==> config.mk <==
export PLATFORM = sky130hd
export DESIGN_NAME = bank_regfile
export DESIGN_NICKNAME = d
export VERILOG_FILES = /design/src/rtl/brf_pkg.sv /design/src/rtl/brf_addr_resolve.sv /design/src/rtl/brf_gpr_ram.sv /design/src/rtl/brf_sfr_port.sv /design/src/rtl/bank_regfile.sv
export SDC_FILE = /design/constraint.sdc
export NUM_CORES = 1
export LEC_CHECK = 0
export BUFFER_PORTS_ARGS = -buffer_cell sky130_fd_sc_hd__buf_2
export CAP_MARGIN = 10
export CORE_MARGIN = 3
export CORE_UTILIZATION = 48
export DETAILED_ROUTE_END_ITERATION = 8
export GPL_TIMING_DRIVEN = 1
export REMOVE_ABC_BUFFERS = 1
export SKIP_CTS_REPAIR_TIMING = 1
export SYNTH_ARGS = -nofsm -noshare
export SYNTH_HDL_FRONTEND = slang
export SYNTH_SLANG_ARGS = --single-unit
==> constraint.sdc <==
create_clock -name clk -period 5.5 [get_ports clk]
set_input_delay 0.275 -clock clk [delete_from_list [all_inputs] [get_ports clk]]
set_output_delay 0.275 -clock clk [all_outputs]
set_load 0.02 [all_outputs]
==> src/rtl/brf_pkg.sv <==
package brf_pkg;
  typedef enum logic [1:0] {
    RGN_NULL = 2'd0,
    RGN_SFR  = 2'd1,
    RGN_GPR  = 2'd2,
    RGN_VOID = 2'd3
  } rgn_e;
endpackage

==> src/rtl/brf_addr_resolve.sv <==
module brf_addr_resolve
  import brf_pkg::*;
#(
  parameter int OFS_W    = 7,
  parameter int SFR_CNT  = 12,
  parameter int GPR_LAST = 79,
  localparam int ADDR_W  = OFS_W + 1
) (
  input  logic              bank_sel,
  input  logic [OFS_W-1:0]  dir_ofs,
  input  logic [ADDR_W-1:0] ptr_val,
  output logic [ADDR_W-1:0] eff_addr,
  output logic              is_indirect,
  output rgn_e              rgn
);
  localparam logic [OFS_W-1:0] SFR_END  = OFS_W'(SFR_CNT);
  localparam logic [OFS_W-1:0] GPR_TOP  = OFS_W'(GPR_LAST);

  logic [OFS_W-1:0] eff_ofs;

  always_comb begin
    is_indirect = (dir_ofs == '0);
    eff_addr    = is_indirect ? ptr_val : {bank_sel, dir_ofs};
    eff_ofs     = eff_addr[OFS_W-1:0];
    if (eff_ofs == '0)
      rgn = RGN_NULL;
    else if (eff_ofs < SFR_END)
      rgn = RGN_SFR;
    else if (eff_ofs <= GPR_TOP)
      rgn = RGN_GPR;
    else
      rgn = RGN_VOID;
  end
endmodule

==> src/rtl/brf_gpr_ram.sv <==
module brf_gpr_ram #(
  parameter int DATA_W = 8,
  parameter int DEPTH  = 68,
  localparam int IDX_W = $clog2(DEPTH)
) (
  input  logic              clk,
  input  logic              rst,
  input  logic              we,
  input  logic [IDX_W-1:0]  idx,
  input  logic [DATA_W-1:0] wdata,
  output logic [DATA_W-1:0] rdata
);
  logic [DATA_W-1:0] cells [DEPTH];

  // No reset on the array: contents are undefined at power-up
  always_ff @(posedge clk) begin
    if (we)
      cells[idx] <= wdata;
  end

  always_comb begin
    if (32'(idx) < DEPTH)
      rdata = cells[idx];
    else
      rdata = '0;
  end

  // a write is visible in the addressed cell after the edge
  a_r4_write_lands: assert property (@(posedge clk) disable iff (rst)
    we |=> (cells[$past(idx)] == $past(wdata)));
endmodule

==> src/rtl/brf_sfr_port.sv <==
module brf_sfr_port #(
  parameter int ADDR_W = 8,
  parameter int DATA_W = 8
) (
  input  logic              sel,
  input  logic              rd_en,
  input  logic              wr_en,
  input  logic [ADDR_W-1:0] addr,
  input  logic [DATA_W-1:0] wdata,
  input  logic [DATA_W-1:0] bus_rdata,
  output logic [ADDR_W-1:0] bus_addr,
  output logic              bus_rd,
  output logic              bus_wr,
  output logic [DATA_W-1:0] bus_wdata,
  output logic [DATA_W-1:0] rdata
);
  always_comb begin
    bus_addr  = addr;
    bus_wdata = wdata;
    bus_rd    = sel & rd_en;
    bus_wr    = sel & wr_en;
    rdata     = bus_rdata;
  end
endmodule

==> src/rtl/bank_regfile.sv <==
module bank_regfile
  import brf_pkg::*;
#(
  parameter int OFS_W    = 7,
  parameter int DATA_W   = 8,
  parameter int SFR_CNT  = 12,
  parameter int GPR_LAST = 79,
  localparam int ADDR_W    = OFS_W + 1,
  localparam int GPR_DEPTH = GPR_LAST - SFR_CNT + 1,
  localparam int IDX_W     = $clog2(GPR_DEPTH)
) (
  input  logic              clk,
  input  logic              rst,
  input  logic              bank_sel,
  input  logic [OFS_W-1:0]  dir_ofs,
  input  logic [ADDR_W-1:0] fsr_val,
  input  logic              rd_en,
  input  logic              wr_en,
  input  logic [DATA_W-1:0] wr_data,
  output logic [DATA_W-1:0] rd_data,
  output logic [ADDR_W-1:0] sfr_addr,
  output logic              sfr_rd,
  output logic              sfr_wr,
  output logic [DATA_W-1:0] sfr_wdata,
  input  logic [DATA_W-1:0] sfr_rdata
);
  localparam logic [OFS_W-1:0] GPR_BASE = OFS_W'(SFR_CNT);

  logic [ADDR_W-1:0] eff_addr;
  logic              is_indirect;
  rgn_e              rgn;
  logic [OFS_W-1:0]  gpr_rel;
  logic [IDX_W-1:0]  gpr_idx;
  logic              gpr_we;
  logic [DATA_W-1:0] gpr_rdata;
  logic [DATA_W-1:0] sfr_rd_val;

  brf_addr_resolve #(
    .OFS_W(OFS_W), .SFR_CNT(SFR_CNT), .GPR_LAST(GPR_LAST)
  ) u_resolve (
    .bank_sel(bank_sel), .dir_ofs(dir_ofs), .ptr_val(fsr_val),
    .eff_addr(eff_addr), .is_indirect(is_indirect), .rgn(rgn)
  );

  // Bank bit is dropped here, so both banks share one cell
  always_comb begin
    gpr_rel = eff_addr[OFS_W-1:0] - GPR_BASE;
    gpr_idx = IDX_W'(gpr_rel);
    gpr_we  = wr_en && (rgn == RGN_GPR);
  end

  brf_gpr_ram #(.DATA_W(DATA_W), .DEPTH(GPR_DEPTH)) u_ram (
    .clk(clk), .rst(rst), .we(gpr_we), .idx(gpr_idx),
    .wdata(wr_data), .rdata(gpr_rdata)
  );

  brf_sfr_port #(.ADDR_W(ADDR_W), .DATA_W(DATA_W)) u_sfr (
    .sel(rgn == RGN_SFR), .rd_en(rd_en), .wr_en(wr_en),
    .addr(eff_addr), .wdata(wr_data), .bus_rdata(sfr_rdata),
    .bus_addr(sfr_addr), .bus_rd(sfr_rd), .bus_wr(sfr_wr),
    .bus_wdata(sfr_wdata), .rdata(sfr_rd_val)
  );

  always_comb begin
    rd_data = '0;
    if (rd_en) begin
      unique case (rgn)
        RGN_SFR: rd_data = sfr_rd_val;
        RGN_GPR: rd_data = gpr_rdata;
        default: rd_data = '0;
      endcase
    end
  end

  // direct special-function reads carry {bank, offset}
  a_r1_direct_addr: assert property (@(posedge clk) disable iff (rst)
    (sfr_rd && dir_ofs != '0) |-> (sfr_addr == {bank_sel, dir_ofs}));

  // indirect bus accesses carry the pointer value
  a_r5_indirect_addr: assert property (@(posedge clk) disable iff (rst)
    ((sfr_rd || sfr_wr) && dir_ofs == '0) |-> (sfr_addr == fsr_val));

  // null target raises no strobe and reads zero
  a_r6_null_target: assert property (@(posedge clk) disable iff (rst)
    (is_indirect && fsr_val[OFS_W-1:0] == '0) |->
      (!sfr_rd && !sfr_wr && rd_data == '0));

  // strobes only for special-function offsets
  a_r8_strobe_region: assert property (@(posedge clk) disable iff (rst)
    (sfr_rd || sfr_wr) |->
      (sfr_addr[OFS_W-1:0] != '0 && sfr_addr[OFS_W-1:0] < GPR_BASE));

  // unimplemented offsets read zero
  a_r7_void_zero: assert property (@(posedge clk) disable iff (rst)
    (rd_en && rgn == RGN_VOID) |-> (rd_data == '0));

  // idle read port returns zero
  a_r9_idle_zero: assert property (@(posedge clk) disable iff (rst)
    !rd_en |-> (rd_data == '0));
endmodule

# ---- Word-level counts from Yosys, hierarchy flattened
# Memory sizes are Yosys's and may differ from the RTL's.
# Index checks and enable logic that the tools add are counted.
dict set report word_totals {
  wordCells 21
  output_inout_bits 26
  input_bits 36
  ramBits 544
  memories 1
  register_bits 0
}
# memory words word_bits rd rd_clocked_by_memory_dff wr line
set mem_list {}
lappend mem_list {u_ram.cells 68 8 1 0 1 brf_gpr_ram.sv:13} ;# logic [DATA_W-1:0] cells [DEPTH];
dict set report classes {
  n_reduce_logical 3
  addsub 1
  magnitude_cmp 3
  bitwise_logic 2
  eq_ne 2
  mux 9
}
# op n
set ops {}
lappend ops {{$mux 8} 3}
lappend ops {{$pmux 8 s2} 1}
lappend ops {{$logic_not 7->1} 2}
lappend ops {{$le 7x7->1 const B} 1}
lappend ops {{$lt 7x4->1 const B} 1}
lappend ops {{$lt 7x7->1 const B} 1}
lappend ops {{$sub 7x4->7 const B} 1}
lappend ops {{$mux 2} 2}
lappend ops {{$mux 1} 3}
lappend ops {{$and 1x1->1} 2}
lappend ops {{$eq 2x1->1 const B} 1}
lappend ops {{$eq 2x2->1 const B} 1}
lappend ops {{$logic_and 1x1->1} 1}

# ---- Logic depth before layout (Yosys ltp)
dict set report depth {
  ltp_word 10
  ltp_mapped 20
  depth_no_buf 14
}

# ---- Modules after synthesis
# From an unflattened synthesis, not the netlist that was laid out.
dict set report hier_totals {
  hier_cells 1252
  hier_area_um2 22105.0
}
# module area_per_inst_um2 seq_area_each_um2 n_inst cells_each
set by_module_without_submodules {}
lappend by_module_without_submodules {brf_gpr_ram 21500.6 16335.7 1 1166}
lappend by_module_without_submodules {bank_regfile 207.7 0.0 1 32}
lappend by_module_without_submodules {brf_addr_resolve 203.9 0.0 1 28}
lappend by_module_without_submodules {brf_sfr_port 192.7 0.0 1 26}

# ---- Worst setup path after synthesis
# OpenSTA, ideal clock, no wires.
dict set report synth_timing {
  kind {input -> output}
  start {input dir_ofs[1]}
  end {output rd_data[4]}
  required_ps 5225
  slack_ps 1000
  stages 17
  arrival_ps 4225
  n_path_buf 7
  cell_sequence {buf_6 -> nor3_4 -> a31o_2 -> buf_2 -> buf_2 -> buf_1 -> ha_1 -> buf_1 -> nor4b_1 -> nand3_1 -> o2111ai_1 -> o21ai_1 -> or3_1 -> clkbuf_1 -> clkbuf_1 -> o2111ai_1 -> o41ai_1}
}
dict set report synth_via {
  elab_chain_len 9
  word_cells_on_any_way 16
  classes_between {add/sub (1); order compare (3); eq/ne (2); mux (7); reduce/logical (2); memory (1)}
}
# item line
set synth_lines {}
lappend synth_lines {{from (decl)} bank_regfile.sv:15} ;# input logic [OFS_W-1:0] dir_ofs,
lappend synth_lines {{$logic_not 7->1} brf_addr_resolve.sv:22} ;# is_indirect = (dir_ofs == '0);
lappend synth_lines {{$mux 8 (*)} brf_addr_resolve.sv:23} ;# eff_addr = is_indirect ? ptr_val : {bank_sel, dir_ofs};
lappend synth_lines {{branches (longest 5 deep; another with $mem_v2 68x8)} -}
lappend synth_lines {{$pmux 8 s2 (*)} bank_regfile.sv:67} ;# unique case (rgn)
lappend synth_lines {{$mux 8 (*)} bank_regfile.sv:66} ;# if (rd_en) begin
lappend synth_lines {{to (decl)} bank_regfile.sv:20} ;# output logic [DATA_W-1:0] rd_data,
# Mark *: on every way between the ends.

# ---- Final worst setup path
# Same ends and word-level chain as after synthesis.

==> impl_metrics.yaml <==
status:
  status: "finished, final reports clean"
cts:
  clock_path_buffers: 3
  tritoncts: "done"
  cts.reportedPaths.clkPinSlew_ps: 60
  cts_sinks: 544
  cts.htree.levels: 2
  clockRootBuffer: "sky130_fd_sc_hd__clkbuf_16"
  numCtsBuffers: 55
placed_design:
  post-place-ws_ps: 860
  routabilityCongestion: 0.905
  hpwl_after_detailed_placement_mm: 37.6
  placed_cells: 2130
  place.port_buffers: 60
critical_path:
  worst_setup_path_end_kind: "output port"
  arrival_ps: 4250
  cp-start-kind: "primary input"
  worstPathMaxFanout: 13
  timing.critical_path.required_ps: 5220
  crit_type: "in -> out"
sta:
  maxSlewHeadroom: 0.314
  final-hold-violation-count: 0
  tightest_slew_ps: 1020
  layout_worst_path_cycle_share: 0.824
  worst_hold_slack_ps: 385
  fin_tns_setup_ps: 0
  timing.fmax_ghz: 0.221
  final.min_clock_period_ps: 4530
  postLayoutSetupSlackWorst_ps: 971
  unrepaired_setup_endpoints_after_global_routing: "no"
  slew_viol_final: 0
  setup_viol: 0
grt:
  grt_overflow_total: 0
  globalRouteTotalUtil: 0.257
  grt_first_pass_wirelength_mm: 90.5
  grt_antenna_before_repair: 1
  maximum_number_of_pins_on_one_net_before_global_route_repair: 70
  grt_pass1_vias: 13500
pwr:
  total_leakage_power_nw: 8.05
  peakVddDrop_mv: 0.271
  power_per_cell_area_mw_per_mm2: 360
final_layout:
  design.final.nets: 1627
  antenna_cells: 0
  largest-register: "u_ram.cells"
  drive_above_1_share: 0.163
  fin_cells: 2230
  fillerInstances: 3717
  top_regs: "u_ram.cells x544"
  layout-area-overhead-vs-synth_pct: 12.8
  largest_register_ffs: 544
detailed_routing:
  detail_route.iter0.violations: 1790
  routed_wire_per_std_cell_microns: 27.9
  router_iterations_before_antenna_repair: 5
  vias_per_cell: 6.21
  drc: 0
  drt_wl_total_mm: 62.3
  vias: 13900
  drt.antenna.violating_nets: 0
floorplan:
  floorplan.initialDensity: 0.486
  placement_rows: 78
  core_region_area_sq_mm: 0.0455
  pin_count: 62
  die_area_sq_mm: 0.0487
  die_y_microns: 221
  dieWidth_microns: 221
synth:
  synthDominantCellAreaShare: 0.739
  synthFlopType: "sky130_fd_sc_hd__edfxtp_1"
  async_flop_share: 0
  yosysSeqAreaShare: 0.739
  synth_common_cells: "sky130_fd_sc_hd__edfxtp_1, sky130_fd_sc_hd__nand2_1, sky130_fd_sc_hd__nor2_1"
  synth.most_common_cell: "sky130_fd_sc_hd__edfxtp_1"
  synthesis.area_per_instance_sq_um: 14.6
  synth_edf_count: 544
  synth_cells: 1519
  synthDominantAreaCellType: "sky130_fd_sc_hd__edfxtp_1"
  synth_cell_types: 76
  ys_ff_latch: 544
  ys_warn_count: 0
  synth_top_cells_by_area: "sky130_fd_sc_hd__edfxtp_1, sky130_fd_sc_hd__nand2_1, sky130_fd_sc_hd__mux2_2"
  cell_area_after_synthesis_sq_mm: 0.0221
hold_path:
  worstHoldPathType: "in -> reg"
  min_delay_path_depth: 2
run:
  maxCapViolations: 0
-- power breakdown --
part / switching, mW / leakage (nW) / internal (mW)
sequential: 0.00315 / 4.89 / 4.58
combinational: 0.461 / 2.27 / 0.173
clock: 1.52 / 0.895 / 2.24
-- placed cells by master, fill, tap and decap left out, types with 9 or more instances in the layout --
master                      count
sky130_fd_sc_hd__edfxtp_1     544
sky130_fd_sc_hd__nand2_1      215
sky130_fd_sc_hd__nor2_1       103
sky130_fd_sc_hd__nand3_1       77
sky130_fd_sc_hd__buf_2         60
sky130_fd_sc_hd__clkbuf_16     55
sky130_fd_sc_hd__buf_4         53
sky130_fd_sc_hd__a21oi_1       49
sky130_fd_sc_hd__o22ai_1       47
sky130_fd_sc_hd__mux2_2        37
sky130_fd_sc_hd__o221ai_1      34
sky130_fd_sc_hd__a31oi_1       33
sky130_fd_sc_hd__o21ai_0       28
sky130_fd_sc_hd__nor3_1        24
sky130_fd_sc_hd__mux2i_1       24
sky130_fd_sc_hd__o211ai_1      23
sky130_fd_sc_hd__clkinv_1      15
sky130_fd_sc_hd__clkinv_2      13
sky130_fd_sc_hd__nand4_1       12
sky130_fd_sc_hd__nor4_1         9
sky130_fd_sc_hd__a32o_1         9
sky130_fd_sc_hd__inv_1          9
sky130_fd_sc_hd__a211oi_1       9
sky130_fd_sc_hd__bufinv_16      9
-- layer usage --
layer  track usage  part of all wire  up-vias  routed length [microns]
met1         0.353              0.39     6937                    24600
met5             0           0.00043        -                       27
met2         0.402              0.47      708                    29300
li1              -                 -     6079                        -
met4        0.0970             0.035        4                     2160
met3        0.0629              0.10      127                     6250
-- worst max-delay path: stages --
cell                       delay [ps]
sky130_fd_sc_hd__buf_2            180
sky130_fd_sc_hd__nor3_4           390
sky130_fd_sc_hd__a31o_2           310
sky130_fd_sc_hd__ha_1             170
sky130_fd_sc_hd__buf_4            190
sky130_fd_sc_hd__xor2_2           630
sky130_fd_sc_hd__o221ai_1         270
sky130_fd_sc_hd__a211oi_1         270
sky130_fd_sc_hd__a31oi_1          120
sky130_fd_sc_hd__and3_1           270
sky130_fd_sc_hd__o41ai_1          860
sky130_fd_sc_hd__buf_2            310
-- area by class of cell --
type / instances / area (sq um) / area share
clock inverters: 39 / 409 / 0.0164
well taps: 600 / 751 / 0.0301
inverters: 12 / 50.0 / 0.00201
clock buffers: 61 / 1400 / 0.0561
repair buffers: 117 / 778 / 0.0312
flip-flops and latches: 544 / 16300 / 0.655
multi-input cells: 857 / 5210 / 0.209
-- per-stage QoR --
stage	cell area, sq um	utilization	power (mW)
2_1_floorplan	21600	-	4.97
3_3_place_gp	23100	0.509	5.29
3_5_place_dp	23100	0.509	5.29
4_1_cts	24900	0.548	9.02
5_1_grt	24900	0.548	9.22
6_report	24900	0.548	8.98
-- path summary, 6_finish.rpt --
kind        from                      endpoint
max   dir_ofs[1]                    rd_data[4]
min   wr_data[4]  u_ram.cells[35][4]$_DFFE_PP_
-- kinds of logic (layout without fill, tap and decap cells) --
family / count (synthesis) / after routing / share of synthesized area
AOI/OAI and AO/OA: 313 / 313 / 0.103
xor gates and xnor gates: 5 / 5 / 0.00351
adders and majority gates: 4 / 4 / 0.00226
buffers and inverters: 118 / 229 / 0.0266
DFF: 544 / 544 / 0.739
muxes: 62 / 62 / 0.0307
and+or+nand+nor: 473 / 473 / 0.0955
(Power assumes the default switching activity.)
